<file path="src/rtl/irq_seq_pkg.sv">
package irq_seq_pkg;
    localparam int DW = 8;
    localparam int AW = 2 * DW;
    localparam logic [DW-1:0] STACK_PAGE   = 8'h01;
    localparam logic [AW-1:0] VEC_MASKABLE = 16'hFFFE;
    localparam logic [AW-1:0] VEC_NONMASK  = 16'hFFFA;
    localparam int BIT_I = 2;
    localparam int BIT_B = 4;
    localparam logic [DW-1:0] ENTRY_SET = DW'((1 << BIT_I) | (1 << BIT_B));

    typedef enum logic [2:0] {
        S_IDLE, S_PSH_H, S_PSH_L, S_PSH_S, S_VEC_L, S_VEC_H, S_LOAD
    } seq_state_t;

    typedef struct packed {
        logic [AW-1:0] pc;
        logic [DW-1:0] sp;
        logic [DW-1:0] st;
        logic          nm;
    } entry_ctx_t;

    function automatic logic [AW-1:0] stack_addr(input logic [DW-1:0] sp);
        return {STACK_PAGE, sp};
    endfunction

    function automatic logic [AW-1:0] vec_base(input logic nm);
        return nm ? VEC_NONMASK : VEC_MASKABLE;
    endfunction
endpackage

</file>
<file path="src/rtl/irq_nm_latch.sv">
module irq_nm_latch (
    input  logic clk,
    input  logic rst,
    input  logic nm_in,
    input  logic clear,
    output logic pend
);
    logic prev_q;
    always_ff @(posedge clk) begin
        if (rst) begin
            prev_q <= 1'b0;
            pend   <= 1'b0;
        end else begin
            prev_q <= nm_in;
            pend   <= (pend & ~clear) | (nm_in & ~prev_q);
        end
    end
endmodule

</file>
<file path="src/rtl/irq_arbiter.sv">
module irq_arbiter (
    input  logic idle,
    input  logic insn_busy,
    input  logic nm_pend,
    input  logic mreq,
    input  logic mask_flag,
    output logic take,
    output logic take_nm
);
    logic boundary;
    always_comb begin
        boundary = idle & ~insn_busy;
        take_nm  = boundary & nm_pend;
        take     = take_nm | (boundary & mreq & ~mask_flag);
    end
endmodule

</file>
<file path="src/rtl/irq_entry_seq.sv">
module irq_entry_seq
    import irq_seq_pkg::*;
(
    input  logic          clk,
    input  logic          rst,
    input  logic          insn_busy,
    input  logic          mreq,
    input  logic          nmreq,
    input  logic [AW-1:0] pc_cur,
    input  logic [DW-1:0] sp_cur,
    input  logic [DW-1:0] stat_cur,
    input  logic [DW-1:0] mem_rdata,
    output logic [AW-1:0] mem_addr,
    output logic [DW-1:0] mem_wdata,
    output logic          mem_we,
    output logic          mem_re,
    output logic          active,
    output logic          done,
    output logic [AW-1:0] pc_new,
    output logic [DW-1:0] sp_new,
    output logic [DW-1:0] stat_new
);
    seq_state_t    state_q;
    entry_ctx_t    ctx_q;
    logic [DW-1:0] vec_lo_q, vec_hi_q;
    logic          nm_pend, take, take_nm, idle;

    assign idle = (state_q == S_IDLE);

    irq_nm_latch u_nm (
        .clk   (clk),
        .rst   (rst),
        .nm_in (nmreq),
        .clear (take_nm),
        .pend  (nm_pend)
    );

    irq_arbiter u_arb (
        .idle      (idle),
        .insn_busy (insn_busy),
        .nm_pend   (nm_pend),
        .mreq      (mreq),
        .mask_flag (stat_cur[BIT_I]),
        .take      (take),
        .take_nm   (take_nm)
    );

    always_ff @(posedge clk) begin
        if (rst) begin
            state_q  <= S_IDLE;
            ctx_q    <= '0;
            vec_lo_q <= '0;
            vec_hi_q <= '0;
        end else begin
            case (state_q)
                S_IDLE: if (take) begin
                    ctx_q   <= '{pc: pc_cur, sp: sp_cur, st: stat_cur, nm: take_nm};
                    state_q <= S_PSH_H;
                end
                S_PSH_H: begin
                    ctx_q.sp <= ctx_q.sp - DW'(1);
                    state_q  <= S_PSH_L;
                end
                S_PSH_L: begin
                    ctx_q.sp <= ctx_q.sp - DW'(1);
                    state_q  <= S_PSH_S;
                end
                S_PSH_S: begin
                    ctx_q.sp <= ctx_q.sp - DW'(1);
                    state_q  <= S_VEC_L;
                end
                S_VEC_L: begin
                    vec_lo_q <= mem_rdata;
                    state_q  <= S_VEC_H;
                end
                S_VEC_H: begin
                    vec_hi_q <= mem_rdata;
                    state_q  <= S_LOAD;
                end
                default: state_q <= S_IDLE;
            endcase
        end
    end

    always_comb begin
        mem_addr  = '0;
        mem_wdata = '0;
        mem_we    = 1'b0;
        mem_re    = 1'b0;
        done      = 1'b0;
        case (state_q)
            S_PSH_H: begin
                mem_we    = 1'b1;
                mem_addr  = stack_addr(ctx_q.sp);
                mem_wdata = ctx_q.pc[AW-1:DW];
            end
            S_PSH_L: begin
                mem_we    = 1'b1;
                mem_addr  = stack_addr(ctx_q.sp);
                mem_wdata = ctx_q.pc[DW-1:0];
            end
            S_PSH_S: begin
                mem_we    = 1'b1;
                mem_addr  = stack_addr(ctx_q.sp);
                mem_wdata = ctx_q.st;
            end
            S_VEC_L: begin
                mem_re   = 1'b1;
                mem_addr = vec_base(ctx_q.nm);
            end
            S_VEC_H: begin
                mem_re   = 1'b1;
                mem_addr = vec_base(ctx_q.nm) + AW'(1);
            end
            S_LOAD:  done = 1'b1;
            default: ;
        endcase
    end

    assign active   = ~idle;
    assign pc_new   = {vec_hi_q, vec_lo_q};
    assign sp_new   = ctx_q.sp;
    assign stat_new = ctx_q.st | ENTRY_SET;
endmodule

</file>
<file path="config.mk">
export PLATFORM = sky130hd
export DESIGN_NAME = irq_entry_seq
export DESIGN_NICKNAME = d
export VERILOG_FILES = /design/src/rtl/irq_seq_pkg.sv /design/src/rtl/irq_nm_latch.sv /design/src/rtl/irq_arbiter.sv /design/src/rtl/irq_entry_seq.sv
export SDC_FILE = /design/constraint.sdc
export NUM_CORES = 1
export LEC_CHECK = 0
export CAP_MARGIN = 0
export CORE_UTILIZATION = 30
export DETAILED_ROUTE_END_ITERATION = 7
export DONT_BUFFER_PORTS = 1
export PLACE_DENSITY_LB_ADDON = 0.3
export SLEW_MARGIN = 15
export SYNTH_ARGS = -nofsm -noshare
export SYNTH_HDL_FRONTEND = slang
export SYNTH_SLANG_ARGS = --single-unit
</file>
<file path="constraint.sdc">
create_clock -name clk -period 2 [get_ports clk]
set_input_delay 0.3 -clock clk [delete_from_list [all_inputs] [get_ports clk]]
set_output_delay 0.3 -clock clk [all_outputs]
set_load 0.005 [all_outputs]
</file>
# After elaboration in Yosys (flattened, before gate mapping)
# Cells that the tools add are included.
# W data, S select, Z words.
dict set report totals {
  input_bits 45
  out_inout_bits 60
  regBits 54
  word_cells 47
}
dict set report op_classes {
  n_eq_ne 7
  reduce_logical 6
  bitwise 13
  n_addsub 2
  muxes 10
}
# operator n
set op_table {}
lappend op_table {{$pmux W16 S3} 1}
lappend op_table {{$pmux W8 S3} 1}
lappend op_table {{$pmux W3 S6} 1}
lappend op_table {{$mux W17} 1}
lappend op_table {{$pmux W8 S2} 1}
lappend op_table {{$eq A3 B3 Y1 const B} 3}
lappend op_table {{$sub A8 B1 Y8 const B} 1}
lappend op_table {{$and A1 B1 Y1} 6}
lappend op_table {{$eq A3 B2 Y1 const B} 2}
lappend op_table {{$mux W3} 2}
lappend op_table {{$add A4 B2 Y5 const B} 1}
lappend op_table {{$not A1 Y1} 5}
lappend op_table {{$reduce_and A2 Y1} 2}
lappend op_table {{$eq A3 B1 Y1 const B} 1}
lappend op_table {{$logic_not A3 Y1} 1}
lappend op_table {{$mux W1} 3}
lappend op_table {{$reduce_or A3 Y1} 1}
lappend op_table {{$ne A2 B2 Y1 const B} 1}
lappend op_table {{$or A1 B1 Y1} 2}
lappend op_table {{$reduce_bool A2 Y1} 1}
lappend op_table {{$reduce_or A2 Y1} 1}

# Longest topological paths before layout
dict set report logic_depth {
  depth_word 7
  ltp_mapped 8
}

# By module
# Synthesis repeated with hierarchy kept, for this count alone.
dict set report unflattened {
  hier_cells 335
  area_unflattened_um2 2683.8
}
# mod seq_area_each_um2 cells_each instances area_each_um2
set by_module_without_submodules {}
lappend by_module_without_submodules {irq_entry_seq 1041.0 325 1 2582.5}
lappend by_module_without_submodules {irq_nm_latch 40.0 6 1 75.1}
lappend by_module_without_submodules {irq_arbiter 0.0 4 1 26.3}

# Least setup slack after synthesis
# Ideal clock, no wire load.
dict set report synth_path {
  kind {register to output}
  start {register state_q[1]}
  end {output mem_wdata[0]}
  t_arrival_ns 1.206
  path_stages_with_launch 5
  path_slack_ns 0.494
  required_ns 1.700
  path_buffers 1
  cell_sequence {dfxtp_1 -> buf_2 -> mux2_2 -> a22oi_1 -> nor2_1}
}
dict set report synth_between {
  elab_chain_cells 2
  elab_cells_between_ends 4
}
# element line_no
set synth_rtl {}
lappend synth_rtl {{start: declaration} irq_entry_seq.sv:23} ;# seq_state_t state_q;
lappend synth_rtl {{start signal: assignment} irq_entry_seq.sv:50} ;# state_q <= S_IDLE;
lappend synth_rtl {{start signal: assignment} irq_entry_seq.sv:58} ;# state_q <= S_PSH_H;
lappend synth_rtl {{start signal: assignment} irq_entry_seq.sv:62} ;# state_q <= S_PSH_L;
lappend synth_rtl {{$eq A3 B2 Y1 or $eq A3 B1 Y1 (tied branches)} irq_entry_seq.sv:91} ;# case (state_q)
lappend synth_rtl {{$pmux W8 S3 (*)} irq_entry_seq.sv:91}
lappend synth_rtl {{end: declaration} irq_entry_seq.sv:14} ;# output logic [DW-1:0] mem_wdata,
# Every way passes the cells marked *; elsewhere a longest branch is shown, timed or not.

# Final worst setup path
dict set report layout_path {
  start {register state_q[1]}
  end {output mem_wdata[5]}
}
# Same word-level chain as after synthesis.

==> out/qor.yml <==
outcome: "finished clean"
postLayoutCoreUtil_pct: 31.55
critPathMaxFanout: 8
combPwrFrac_pct: 17.5
slowest_stage: "dfxtp_4"
drtPass1Iterations: 4
synth_seq_cells: 54
cp.arrival_ns: 1.54
num_rows: 33
p_leak_nw: 0.9501
io_pins: 105
p_sw_mw: 0.6682
post_cts_buffers: 0
async_reset_ff_share_pct: 0
cts.path.max_buffers: 2
grt_setup_unrepaired: "no"
vias: 2041
power.internal_mw: 1.588
placed_area_sq_um: 2491
numCtsBuffers: 5
crit_path_cell_trace: "buf_4 -> mux2_2 -> a22oi_1 -> nor2_1"
switching_share_pct: 29.61
clkLatencyLatePin_ns: 0.31
cap_violations: 0
layout-area-overhead-vs-synth_pct: 2.069
min_path_type: "in2reg"
slew_viol_final: 0
critPathBufInv: 1
slowest_delay_ns: 0.41
ys.flop_type: "dfxtp_1"
irDropWorstVdd_mv: 0.4010
min_period_ns: 1.840
yosys-top-cells-count: "nand2_1 (91), dfxtp_1 (54), a21oi_1 (46)"
synth_top_cell_area_share_pct: 42.56
cts.sinks: 54
h-tree-depth: 2
die_w_um: 94.02
clock_skew_ns: 0.004494
drc: 0
grt_pass1_vias: 1912
drive_gt1_share_pct: 12.46
grt_start_max_net_pins: 55
cp-start-kind: "flip-flop"
syn-cell-area_sq_um: 2540
drt_iter0_drc: 103
syn_area_per_cell_sq_um: 7.744
ant_nets: 0
design_area_sq_um: 2592
insertedDiodeCount: 0
crit_path_end_kind: "output port"
grt_usage_pct: 14.62
layout.nets: 350
grt_pass1_wl_um: 9936
grt.overflow.total: 0
wl_um: 6409
ys_warn_count: 0
ys_seq_area_share_pct: 42.56
pwr-share-seq_pct: 54.5
syn_inst: 328
path_class: "reg2out"
finalSetupViolCount: 0
multi_input_area_sq_um: 1167
hpwlAfterDp_um: 4571
io_buffers: 0
crit_family: "flip-flops"
die_area_sq_um: 8839
gp_congestion: 0.7397
synth_top_area_cell: "dfxtp_1"
clkPwrFrac_pct: 28.0
worstPathRequired_ns: 1.70
yosysMostFrequentCell: "nand2_1"
synth_area_leaders: "dfxtp_1 (43%), nand2_1 (13%), a21oi_1 (9.1%)"
core_area_sq_um: 8217
tns_ns: 0
p_per_area_nw_per_um2: 870.3
wl_per_cell_um: 15.63
die-height_um: 94.02
synth-edff-count: 0
cts_tree: "built"
path_clk_slew_ns: 0.09
hold_viol: 0
fillers: 904
seq_area_sq_um: 1087
clockRootBuffer: "clkbuf_8"
fmax_ghz: 0.5436
antenna_found_initial: 0
start_util_pct: 30.91
fin_crit_sh_pct: 91.98
post_drt_via_cell_ratio: 4.978
ys_types: 38
metal layers:
metal  track usage (%)  wire [um]  part of all wire (%)  vias up
li1                  -          -                     -     1029
met1             17.64       2729                    43      921
met2             23.54       2895                    45       83
met3             6.472        718                    11        8
met4             3.846         65                   1.0        0
met5                 0          0                     0        -
worst reg2reg max path, stage by stage (launching register included):
cell,delay [ns]
dfxtp_2,0.40
nor2_2,0.07
or2_1,0.32
inv_4,0.19
nand3_1,0.14
o311ai_1,0.25
a31oi_1,0.11
power groups by stage:
stage          registers (mW)  clock network (mW)  logic, mW
5_1_grt                  1.24               0.701      0.448
4_1_cts                  1.23               0.659      0.396
3_3_place_gp             1.26                   0      0.388
2_1_floorplan            1.22                   0      0.398
3_5_place_dp             1.26                   0      0.393
6_report                 1.23               0.632      0.395
final timing paths:
kind / to / cells past startpoint / slack [ns] / startpoint
max: mem_wdata[5] / 4 / 0.16 / state_q[1]
min: state_q[2] / 1 / 0.06 / rst
max reg2reg: sp_new[6] / 6 / 0.40 / state_q[0]
min reg2reg: ctx_q[27] / 2 / 0.45 / ctx_q[27]
cell type report:
| type | count | area share, % |
|---|---|---|
| clock buffer | 7 | 3.330 |
| clock inverter | 1 | 0.1930 |
| inverter | 6 | 0.9652 |
| multi-input combinational | 225 | 45.03 |
| sequential | 54 | 41.94 |
| tap | 105 | 5.068 |
| timing repair buffer | 12 | 3.475 |
through the flow:
step                      hold WS, ns  setup WS [ns]  power [mW]  cells
after global placement         0.3796         0.3217       1.643    402
final                         0.05717         0.1603       2.256    410
after detailed placement       0.3818         0.2584       1.650    402
after global routing          0.03916        0.04275       2.393    410
after CTS                     0.04499        0.07934       2.287    410
after floorplan                0.4282         0.4937       1.618    329
flip-flops by register name, summed over array words and instances (netlist names):
register / count
ctx_q: 19
sp_new: 8
stat_new: 6
state_q: 3
u_nm.pend: 1
u_nm.prev_q: 1
vec_hi_q: 8
vec_lo_q: 8
layout by cell type (no fill, tap or decap), types with 3 or more instances in the layout:
master	synthesis	layout
dfxtp_1	54	51
nor2_1	14	14
nand2_1	91	90
a2bb2oi_1	4	4
inv_1	4	4
a31oi_1	3	3
nand3_1	14	14
clkbuf_8	0	6
mux2_2	8	8
buf_4	27	12
a22oi_1	10	10
o21ai_0	6	6
a21oi_1	46	46
nor3_1	3	3
logic make-up after synthesis:
family | count (synthesis) | share of synthesized area, %
AO/OA/AOI/OAI | 78 | 18.28
AND/OR/NAND/NOR | 136 | 23.10
adder cells (fa/ha/maj) | 1 | 0.4925
multiplexers | 8 | 3.547
flip-flops | 54 | 42.56
buffers and inverters | 50 | 11.87
other | 1 | 0.1476
timing repair:
action,4_1_cts,5_1_grt
resized for setup,2,4
hold buffers,0,0
endpoints found under the setup margin,4,9
gates cloned,0,0
No activity file was read; power rests on OpenSTA's default activity.
